--- src/rtl/mematom_pkg.sv ---
package mematom_pkg;
   localparam logic [1:0] CMD_READ   = 2'd0;
   localparam logic [1:0] CMD_WRITE  = 2'd1;
   localparam logic [1:0] CMD_ATOMIC = 2'd2;
   localparam logic [1:0] CMD_MODWR  = 2'd3;

   localparam logic [2:0] OP_ADD  = 3'd0;
   localparam logic [2:0] OP_AND  = 3'd1;
   localparam logic [2:0] OP_OR   = 3'd2;
   localparam logic [2:0] OP_XOR  = 3'd3;
   localparam logic [2:0] OP_SWAP = 3'd4;

   typedef enum logic {ST_IDLE, ST_MERGE} state_e;
endpackage

--- src/rtl/mematom_alu.sv ---
module mematom_alu
   import mematom_pkg::*;
#(
   parameter int DATA_W = 64
) (
   input  logic [2:0]        op,
   input  logic [DATA_W-1:0] old_word,
   input  logic [DATA_W-1:0] operand,
   output logic [DATA_W-1:0] result
);
   always_comb begin
      unique case (op)
         OP_ADD:  result = old_word + operand;
         OP_AND:  result = old_word & operand;
         OP_OR:   result = old_word | operand;
         OP_XOR:  result = old_word ^ operand;
         OP_SWAP: result = operand;
         default: result = old_word;
      endcase
   end
endmodule

--- src/rtl/mematom_merge.sv ---
module mematom_merge #(
   parameter int DATA_W = 64,
   localparam int LANES = DATA_W / 8
) (
   input  logic [LANES-1:0]  lane_en,
   input  logic [DATA_W-1:0] keep_word,
   input  logic [DATA_W-1:0] new_word,
   output logic [DATA_W-1:0] merged
);
   for (genvar i = 0; i < LANES; i++) begin : g_lane
      assign merged[8*i +: 8] = lane_en[i] ? new_word[8*i +: 8] : keep_word[8*i +: 8];
   end
endmodule

--- src/rtl/mematom_ram.sv ---
module mematom_ram #(
   parameter int DATA_W = 64,
   parameter int ADDR_W = 4,
   localparam int DEPTH = 1 << ADDR_W
) (
   input  logic              clk,
   input  logic              rd_en,
   input  logic [ADDR_W-1:0] rd_addr,
   output logic [DATA_W-1:0] rd_data,
   input  logic              wr_en,
   input  logic [ADDR_W-1:0] wr_addr,
   input  logic [DATA_W-1:0] wr_data
);
   logic [DATA_W-1:0] store [DEPTH];

   always_ff @(posedge clk) begin
      if (wr_en) store[wr_addr] <= wr_data;
      if (rd_en) rd_data <= store[rd_addr];
   end
endmodule

--- src/rtl/mematom_unit.sv ---
module mematom_unit
   import mematom_pkg::*;
#(
   parameter int DATA_W          = 64,
   parameter int ADDR_W          = 4,
   parameter bit FAST_FULL_WRITE = 1'b1
) (
   input  logic                  clk,
   input  logic                  rst_n,
   input  logic                  req_valid,
   output logic                  req_ready,
   input  logic [1:0]            req_cmd,
   input  logic [ADDR_W-1:0]     req_addr,
   input  logic [DATA_W/8-1:0]   req_mask,
   input  logic [2:0]            req_op,
   input  logic [DATA_W-1:0]     req_data,
   output logic                  rsp_valid,
   output logic [DATA_W-1:0]     rsp_data
);
   localparam int LANES = DATA_W / 8;

   if (DATA_W < 8 || DATA_W % 8 != 0) begin : g_bad_width
      $error("mematom_unit: DATA_W must be a positive multiple of 8");
   end
   if (ADDR_W < 1 || ADDR_W > 12) begin : g_bad_addr
      $error("mematom_unit: ADDR_W must lie in 1..12");
   end

   state_e             state_q;
   logic [1:0]         cmd_q;
   logic [ADDR_W-1:0]  addr_q;
   logic [LANES-1:0]   mask_q;
   logic [2:0]         op_q;
   logic [DATA_W-1:0]  data_q;

   logic               accept, fast_wr, in_merge;
   logic [DATA_W-1:0]  old_word, alu_out, new_src, merged;
   logic               ram_we;
   logic [ADDR_W-1:0]  ram_waddr;
   logic [DATA_W-1:0]  ram_wdata;

   assign in_merge  = (state_q == ST_MERGE);
   assign req_ready = !in_merge;
   assign accept    = req_valid && req_ready;

   if (FAST_FULL_WRITE) begin : g_fast
      assign fast_wr = (req_cmd == CMD_WRITE) && (&req_mask);
   end else begin : g_slow
      assign fast_wr = 1'b0;
   end

   always_ff @(posedge clk) begin
      if (!rst_n) begin
         state_q <= ST_IDLE;
      end else if (in_merge) begin
         state_q <= ST_IDLE;
      end else if (accept && !fast_wr) begin
         state_q <= ST_MERGE;
      end
   end

   always_ff @(posedge clk) begin
      if (accept) begin
         cmd_q  <= req_cmd;
         addr_q <= req_addr;
         mask_q <= req_mask;
         op_q   <= req_op;
         data_q <= req_data;
      end
   end

   mematom_alu #(.DATA_W(DATA_W)) u_alu (
      .op       (op_q),
      .old_word (old_word),
      .operand  (data_q),
      .result   (alu_out)
   );

   assign new_src = (cmd_q == CMD_WRITE) ? data_q : alu_out;

   mematom_merge #(.DATA_W(DATA_W)) u_merge (
      .lane_en   (mask_q),
      .keep_word (old_word),
      .new_word  (new_src),
      .merged    (merged)
   );

   assign ram_we    = (accept && fast_wr) || (in_merge && cmd_q != CMD_READ);
   assign ram_waddr = in_merge ? addr_q : req_addr;
   assign ram_wdata = in_merge ? merged : req_data;

   mematom_ram #(.DATA_W(DATA_W), .ADDR_W(ADDR_W)) u_ram (
      .clk     (clk),
      .rd_en   (accept && !fast_wr),
      .rd_addr (req_addr),
      .rd_data (old_word),
      .wr_en   (ram_we),
      .wr_addr (ram_waddr),
      .wr_data (ram_wdata)
   );

   assign rsp_valid = in_merge && (cmd_q == CMD_READ || cmd_q == CMD_ATOMIC);
   assign rsp_data  = old_word;
endmodule

--- config.mk ---
export PLATFORM = sky130hd
export DESIGN_NAME = mematom_unit
export DESIGN_NICKNAME = d
export VERILOG_FILES = /design/src/rtl/mematom_pkg.sv /design/src/rtl/mematom_alu.sv /design/src/rtl/mematom_merge.sv /design/src/rtl/mematom_ram.sv /design/src/rtl/mematom_unit.sv
export SDC_FILE = /design/constraint.sdc
export NUM_CORES = 1
export LEC_CHECK = 0
export ABC_AREA = 1
export BUFFER_PORTS_ARGS = -buffer_cell sky130_fd_sc_hd__clkbuf_2
export CORE_MARGIN = 1
export CORE_UTILIZATION = 25
export DETAILED_ROUTE_END_ITERATION = 6
export MAX_ROUTING_LAYER = met4
export PLACE_DENSITY = 0.51
export SETUP_SLACK_MARGIN = 0.02
export SLEW_MARGIN = 20
export SYNTH_ARGS = -nofsm -noshare
export SYNTH_HDL_FRONTEND = slang
export SYNTH_SLANG_ARGS = --single-unit
export TNS_END_PERCENT = 20
--- constraint.sdc ---
create_clock -name clk -period 11.9 [get_ports clk]
set_input_delay 2.38 -clock clk [delete_from_list [all_inputs] [get_ports clk]]
set_output_delay 2.38 -clock clk [all_outputs]
set_load 0.1 [all_outputs]
==> impl_metrics.tcl, run 1 <==
set metrics [dict create \
    cp_slowest_stage_delay_ns 0.90 \
    ys_ff_latch 1170 \
    ys_warn_count 0 \
    layout_common_cells "edfxtp_1 (1,169), nand2_1 (797), nor2_1 (520), inv_1 (518), o21ai_0 (316)" \
    clk_latency_ns 0.77 \
    async_flop_share 0 \
    critPathKind "in2reg" \
    syn_to_final_growth_pct 15.1 \
    yosys-top-cells-area "edfxtp_1 (63%), nand2_1 (5.4%), mux2i_1 (3.7%), nor2_1 (3.6%), inv_1 (3.6%)" \
    synth_top_area_share 0.635 \
    rows 172 \
    cp_max_fo 46 \
    avgSynthCellArea_um2 11.2 \
    peakVddDrop_mv 0.105 \
    grt_setup_unrepaired "false" \
    root_buffer "clkbuf_16" \
    final_util 0.290 \
    num_io_pins 150 \
    setup_tns_ns 0 \
    synth_ff_type "edfxtp_1" \
    hold_buffers 0 \
    io_buffer_count 149 \
    cts.repair.resized 0 \
    yosysSeqAreaShare 0.635 \
    grt.overflow.total 0 \
    drt-total-wl_mm 189 \
    final_max_slew_viol_count 0 \
    finClkSkew_ns 0.0453 \
    die_w_um 472 \
    gp_congestion 0.983 \
    drt_iter0_drc 4016 \
    first_pass_iters 6 \
    layout-drive-gt1-share 0.104 \
    dp_cells 7861 \
    stdcell_count 8111 \
    cp_num_buf_inv 2 \
    critical_path_arrival_ns 6.15 \
    antenna_left 0 \
    wire_per_inst_um 23.2 \
    outcome "completed" \
    clk_path_buf_depth 3 \
    cp.required_ns 12.26 \
    final_common_cell "edfxtp_1" \
    hold_path_class "reg2reg" \
    cp_cell_sequence "clkbuf_2 > nand4_1 > nor4_1 > nand2_1 > nand2_1 > nand3_1 > nor2_4 > buf_4" \
    power_density_nw_per_um2 155 \
    cts.clk_slew.worst_paths_ns 0.06 \
    max_freq_ghz 0.173 \
    yosysTopAreaCell "edfxtp_1" \
    post_cts_buffers 0 \
    antenna_found_initial 17 \
    avgViaCountPerCell 4.86 \
    p_leak_nw 23.5 \
    die_y_um 472 \
    cts.sinks 1170 \
    synth-edff-count 1169 \
    synth_area_um2 55300 \
    slew_headroom 0.189 \
    start_kind "input port" \
    fin_crit_sh 0.486 \
    post-dp-hpwl_mm 119 \
    syn_inst 4938 \
    grt_max_degree 156 \
    dr_total_vias 39500 \
    maxCapViolCount 0 \
    finalSetupViolCount 0 \
    fin_ws_ns 6.11 \
    cts_made_buffers 131 \
    start_util 0.252 \
    critPathCaptureType "flop" \
    htreeDepth 4 \
    hold_violations 0 \
    grt.total_usage 0.170 \
    synthesis.nets 5151 \
    nets 5250 \
    cp_slowest_cell "buf_4" \
    drc_errors 0 \
    core-area_um2 220000 \
    ys_types 49 \
    place_ws_ns 5.24 \
    cp_common_cell "nand2_1" \
    die_area_um2 223000 \
    tightest_slew_ns 1.22 \
    fin_crit_ns 5.79 \
    critPathTopFamily "simple AND/OR/NAND/NOR gates" \
    grt_pass1_wl_mm 270 \
    cts_tree "yes" \
    first_global_vias 37900 \
]
==> worst register-to-register path: stages, from the launching register on <==
cell and delay (ns):
dfxtp_4 0.75, clkinv_2 0.84, or2_2 0.61, o21ai_0 0.15, nand3_1 0.38, nor2_4 0.81
buf_4 0.91
==> per-layer routing <==
layer / vias to the layer above / share of wire / global-route usage / wire (µm)
met5: - / 0 / - / 0
met4: 0 / 0.029 / 0.0538 / 5420
met3: 258 / 0.061 / 0.0230 / 11500
met2: 1381 / 0.46 / 0.264 / 86700
met1: 19800 / 0.45 / 0.228 / 84900
li1: 18000 / - / - / -
==> report_power, final <==
part | internal, mW | total (mW) | leakage, nW | switching [mW]
combinational | 0.306 | 1.25 | 11.0 | 0.943
clock | 2.13 | 3.83 | 1.94 | 1.71
sequential | 4.66 | 4.76 | 10.6 | 0.0988
total | 7.10 | 9.85 | 23.5 | 2.75
==> Yosys cell counts, drive strengths merged (3+ instances only) <==
| cell | number |
|---|---|
| o21ai | 325 |
| edfxtp | 1169 |
| inv | 536 |
| nand3 | 201 |
| o21bai | 7 |
| o22ai | 59 |
| nor4 | 3 |
| nand2 | 821 |
| a221oi | 60 |
| mux2i | 205 |
| buf | 101 |
| or2 | 12 |
| nor3 | 19 |
| a21oi | 184 |
| o2111ai | 12 |
| nand4 | 43 |
| ha | 128 |
| o221ai | 207 |
| and2 | 3 |
| o211ai | 66 |
| clkbuf | 161 |
| nand3b | 8 |
| o32ai | 51 |
| nor2 | 548 |
==> area by class of cell <==
class                           instances  area, µm²
Antenna cell                           11       27.5
Clock buffer                          175       3460
Clock inverter                         63        592
Fill cell                           22500     156000
Inverter                              536       2030
Multi-Input combinational cell       2970      17300
Sequential cell                      1170      35100
Tap cell                             2958       3700
Timing Repair Buffer                  228       1420
==> stage by stage <==
stage / cell area [µm²] / hold slack (ns) / power (mW)
floorplan: 55300 / 0.684 / 5.60
global placement: 59500 / 0.711 / 6.07
detailed placement: 59500 / 0.721 / 6.08
CTS: 63600 / 0.702 / 9.92
global route: 63600 / 0.757 / 10.2
finish: 63600 / 0.704 / 9.85
==> flip-flops by register name, indices dropped and copies added, names as in the netlist <==
signal,flops
addr_q,4
cmd_q,2
data_q,64
in_merge,1
mask_q,8
op_q,3
u_ram.rd_data,64
u_ram.store,1024
==> logic make-up (layout without fill, tap and decap cells) <==
kind of cell,Yosys count,in the layout,share of synthesized area
AND/OR/NAND/NOR,1660,1660,0.125
flip-flops,1170,1170,0.635
AO/OA/AOI/OAI,975,975,0.116
buffers and inverters,798,1002,0.0577
multiplexers,205,205,0.0371
adder cells (fa/ha/maj),129,129,0.0293
XOR/XNOR,1,1,0.000158
other,0,11,0
==> path summary, 6_finish.rpt <==
check                                        start                  to  slack, ns  cells past startpoint
worst max-delay path                   req_mask[6]  u_ram.store[6][48]       6.11                      8
worst min register to register  u_ram.store[3][55]   u_ram.rd_data[55]       0.70                      4
worst max register to register            in_merge  u_ram.store[6][48]       6.97                      6
worst min-delay path            u_ram.store[3][55]   u_ram.rd_data[55]       0.70                      4
(Power assumes the default switching activity.)
==> inputs of run 2 (changes only) <==
- ABC_AREA: 1 -> 0
- clock period: 11.9 -> 5.03 ns (I/O delays scaled with it)
==> run 2 against run 1 <==
Wire length shrank 12%. Sequential cell count unchanged. Non-clock buffer count up 45. Clock skew grew 0.011 ns. Global-route usage decreased by 1.3 points. Via count is 19% lower. Highest routed layer unchanged. Worst hold slack lost 0.30 ns.
==> impl_metrics.tcl, run 2 <==
set metrics [dict create \
    outcome "completed" \
    dr_total_vias 31900 \
    finalInstanceArea_um2 62300 \
    rows 168 \
    clk_path_buf_depth 3 \
    wire_per_inst_um 25.8 \
    peakVddDrop_mv 0.252 \
    first_pass_iters 5 \
    yosysSeqAreaShare 0.662 \
    synth_top_area_share 0.662 \
    whs_ns 0.403 \
    yosysMostFrequentCell "edfxtp_1" \
    fin_crit_ns 4.28 \
    critical_path_arrival_ns 4.71 \
    nets 3722 \
    max_freq_ghz 0.234 \
    synth_top_family_by_area "multiplexers" \
    io_buffer_count 149 \
    syn_inst 3305 \
    synth_mux_area_frac 0.143 \
    yosysTopAreaCell "edfxtp_1" \
    clk_latency_ns 0.80 \
    rr_worst_depth 11 \
    synth_fa_ha_area_frac 0.0306 \
    grt.total_usage 0.157 \
    r2r-start "u_ram.rd_data[1]" \
    async_flop_share 0 \
    critPathCaptureType "flop" \
    hold_violations 0 \
    finClkSkew_ns 0.0567 \
    place_ws_ns 0.597 \
    core-area_um2 210000 \
    synth_common_cells "edfxtp_1 (1,169), mux4_2 (321), a21oi_1 (215), o21ai_0 (215), nor2_1 (180)" \
    tightest_slew_ns 1.13 \
    hold_buffers 0 \
    cts_tree "yes" \
    reg_top3 "u_ram.store (1024), data_q (64), u_ram.rd_data (64)" \
    drt-total-wl_mm 166 \
    hold_path_class "in2reg" \
    regArea_um2 35100 \
    antenna_found_initial 41 \
    fin_crit_sh 0.850 \
    regMostFlops "u_ram.store" \
    slew_headroom 0.243 \
    layout-drive-gt1-share 0.237 \
    htreeDepth 4 \
    die_area_um2 214000 \
    setup_tns_ns 0 \
    num_io_pins 150 \
    ys_warn_count 0 \
    cts.clk_slew.worst_paths_ns 0.06 \
    ys_ff_latch 1170 \
    min_path_cells 1 \
    synth-edff-count 1169 \
    synth_ff_type "edfxtp_1" \
    fin_ws_ns 0.754 \
    p_leak_nw 20.4 \
    cp.required_ns 5.46 \
    grt_setup_unrepaired "false" \
    yosys-top-cells-area "edfxtp_1 (66%), mux4_2 (14%), ha_1 (3.0%), a21oi_1 (2.0%), o21ai_0 (2.0%)" \
    fill_cells 20900 \
    final_util 0.296 \
    synth_compound_area_frac 0.0904 \
    power_density_nw_per_um2 373 \
    final_max_slew_viol_count 0 \
    whs_endpoint "op_q[1]" \
    grt_max_degree 88 \
    drc_errors 0 \
    first_global_vias 31700 \
    die_y_um 463 \
    synthesis.nets 3518 \
    yosys.area_share.simple 0.0418 \
    cts.repair.resized 0 \
    die_w_um 463 \
    stdcell_count 6427 \
    post_cts_buffers 0 \
    cts_made_buffers 131 \
    antenna_left 0 \
    finalSetupViolCount 0 \
    maxCapViolCount 0 \
    gp_congestion 0.915 \
    cp_max_fo 16 \
    root_buffer "clkbuf_16" \
    largest_reg_flops 1024 \
    start_util 0.252 \
    cts.sinks 1170 \
    synth_area_um2 53000 \
    rr_endpoint "u_ram.store[8][51]" \
    total_power_mw 23.2 \
    layout_common_cells "edfxtp_1 (1,169), mux4_2 (321), a21oi_1 (213), o21ai_0 (211), inv_1 (163)" \
    avgSynthCellArea_um2 16.0 \
    ys_types 85 \
    grt.overflow.total 0 \
    yosys.area_share.xor_xnor 0.00529 \
    drt_iter0_drc 3446 \
    critPathKind "reg2reg" \
    grt_pass1_wl_mm 237 \
    multiInputGateArea_um2 16700 \
    hold_start "req_op[1]" \
    start_kind "flop" \
    post-dp-hpwl_mm 105 \
    avgViaCountPerCell 4.96 \
    place_area_um2 58000 \
    syn_to_final_growth_pct 17.4 \
    ff2ff_setup_slack_ns 0.75 \
    final_common_cell "edfxtp_1" \
    dp_cells 6180 \
]
## run 2: where the power goes
part / total [mW] / internal (mW) / switching, mW
registers: 11.2 / 11.0 / 0.155
logic: 2.75 / 0.871 / 1.88
clock network: 9.28 / 5.24 / 4.04
total: 23.2 / 17.1 / 6.07
## run 2: layer usage
layer / vias to the layer above / global-route usage / part of all wire
met5: - / - / 0
met1: 16800 / 0.206 / 0.44
met2: 1095 / 0.246 / 0.47
li1: 13700 / - / -
met4: 0 / 0.0465 / 0.027
met3: 256 / 0.0299 / 0.060
## run 2: final cells by class
cell class / count / share of cell area
Inverter: 167 / 0.0101
Clock buffer: 161 / 0.0548
Sequential cell: 1170 / 0.564
Clock inverter: 75 / 0.0114
Multi-Input combinational cell: 1766 / 0.268
Antenna cell: 10 / 0.000402
Tap cell: 2805 / 0.0564
Timing Repair Buffer: 273 / 0.0341
## run 2: worst max-delay path by stage
stage                                 from  slack (ns)                   to
after floorplan                  req_valid        0.13    u_ram.store[3][0]
after global placement    u_ram.rd_data[0]        0.73  u_ram.store[10][46]
after detailed placement  u_ram.rd_data[1]        0.60   u_ram.store[0][43]
after CTS                 u_ram.rd_data[1]        0.58   u_ram.store[0][43]
after global routing      u_ram.rd_data[0]        0.50  u_ram.store[13][48]
final                     u_ram.rd_data[1]        0.75   u_ram.store[8][51]
## run 2: critical path: stages, from the launching register on
cell       delay (ns)
edfxtp_1         0.43
inv_1            0.16
ha_1             0.28
a211oi_1         0.35
o211ai_1         0.22
a32oi_2          0.42
o211a_1          0.30
a21oi_2          0.11
a211oi_1         0.45
xnor2_1          0.18
a21oi_1          0.11
o2bb2ai_1        0.89
## run 2: kinds of logic after synthesis
family | Yosys count
simple gates | 495
compound gates | 758
fa+ha+maj | 129
buf+inv | 369
flops | 1170
mux | 352
xor+xnor | 32
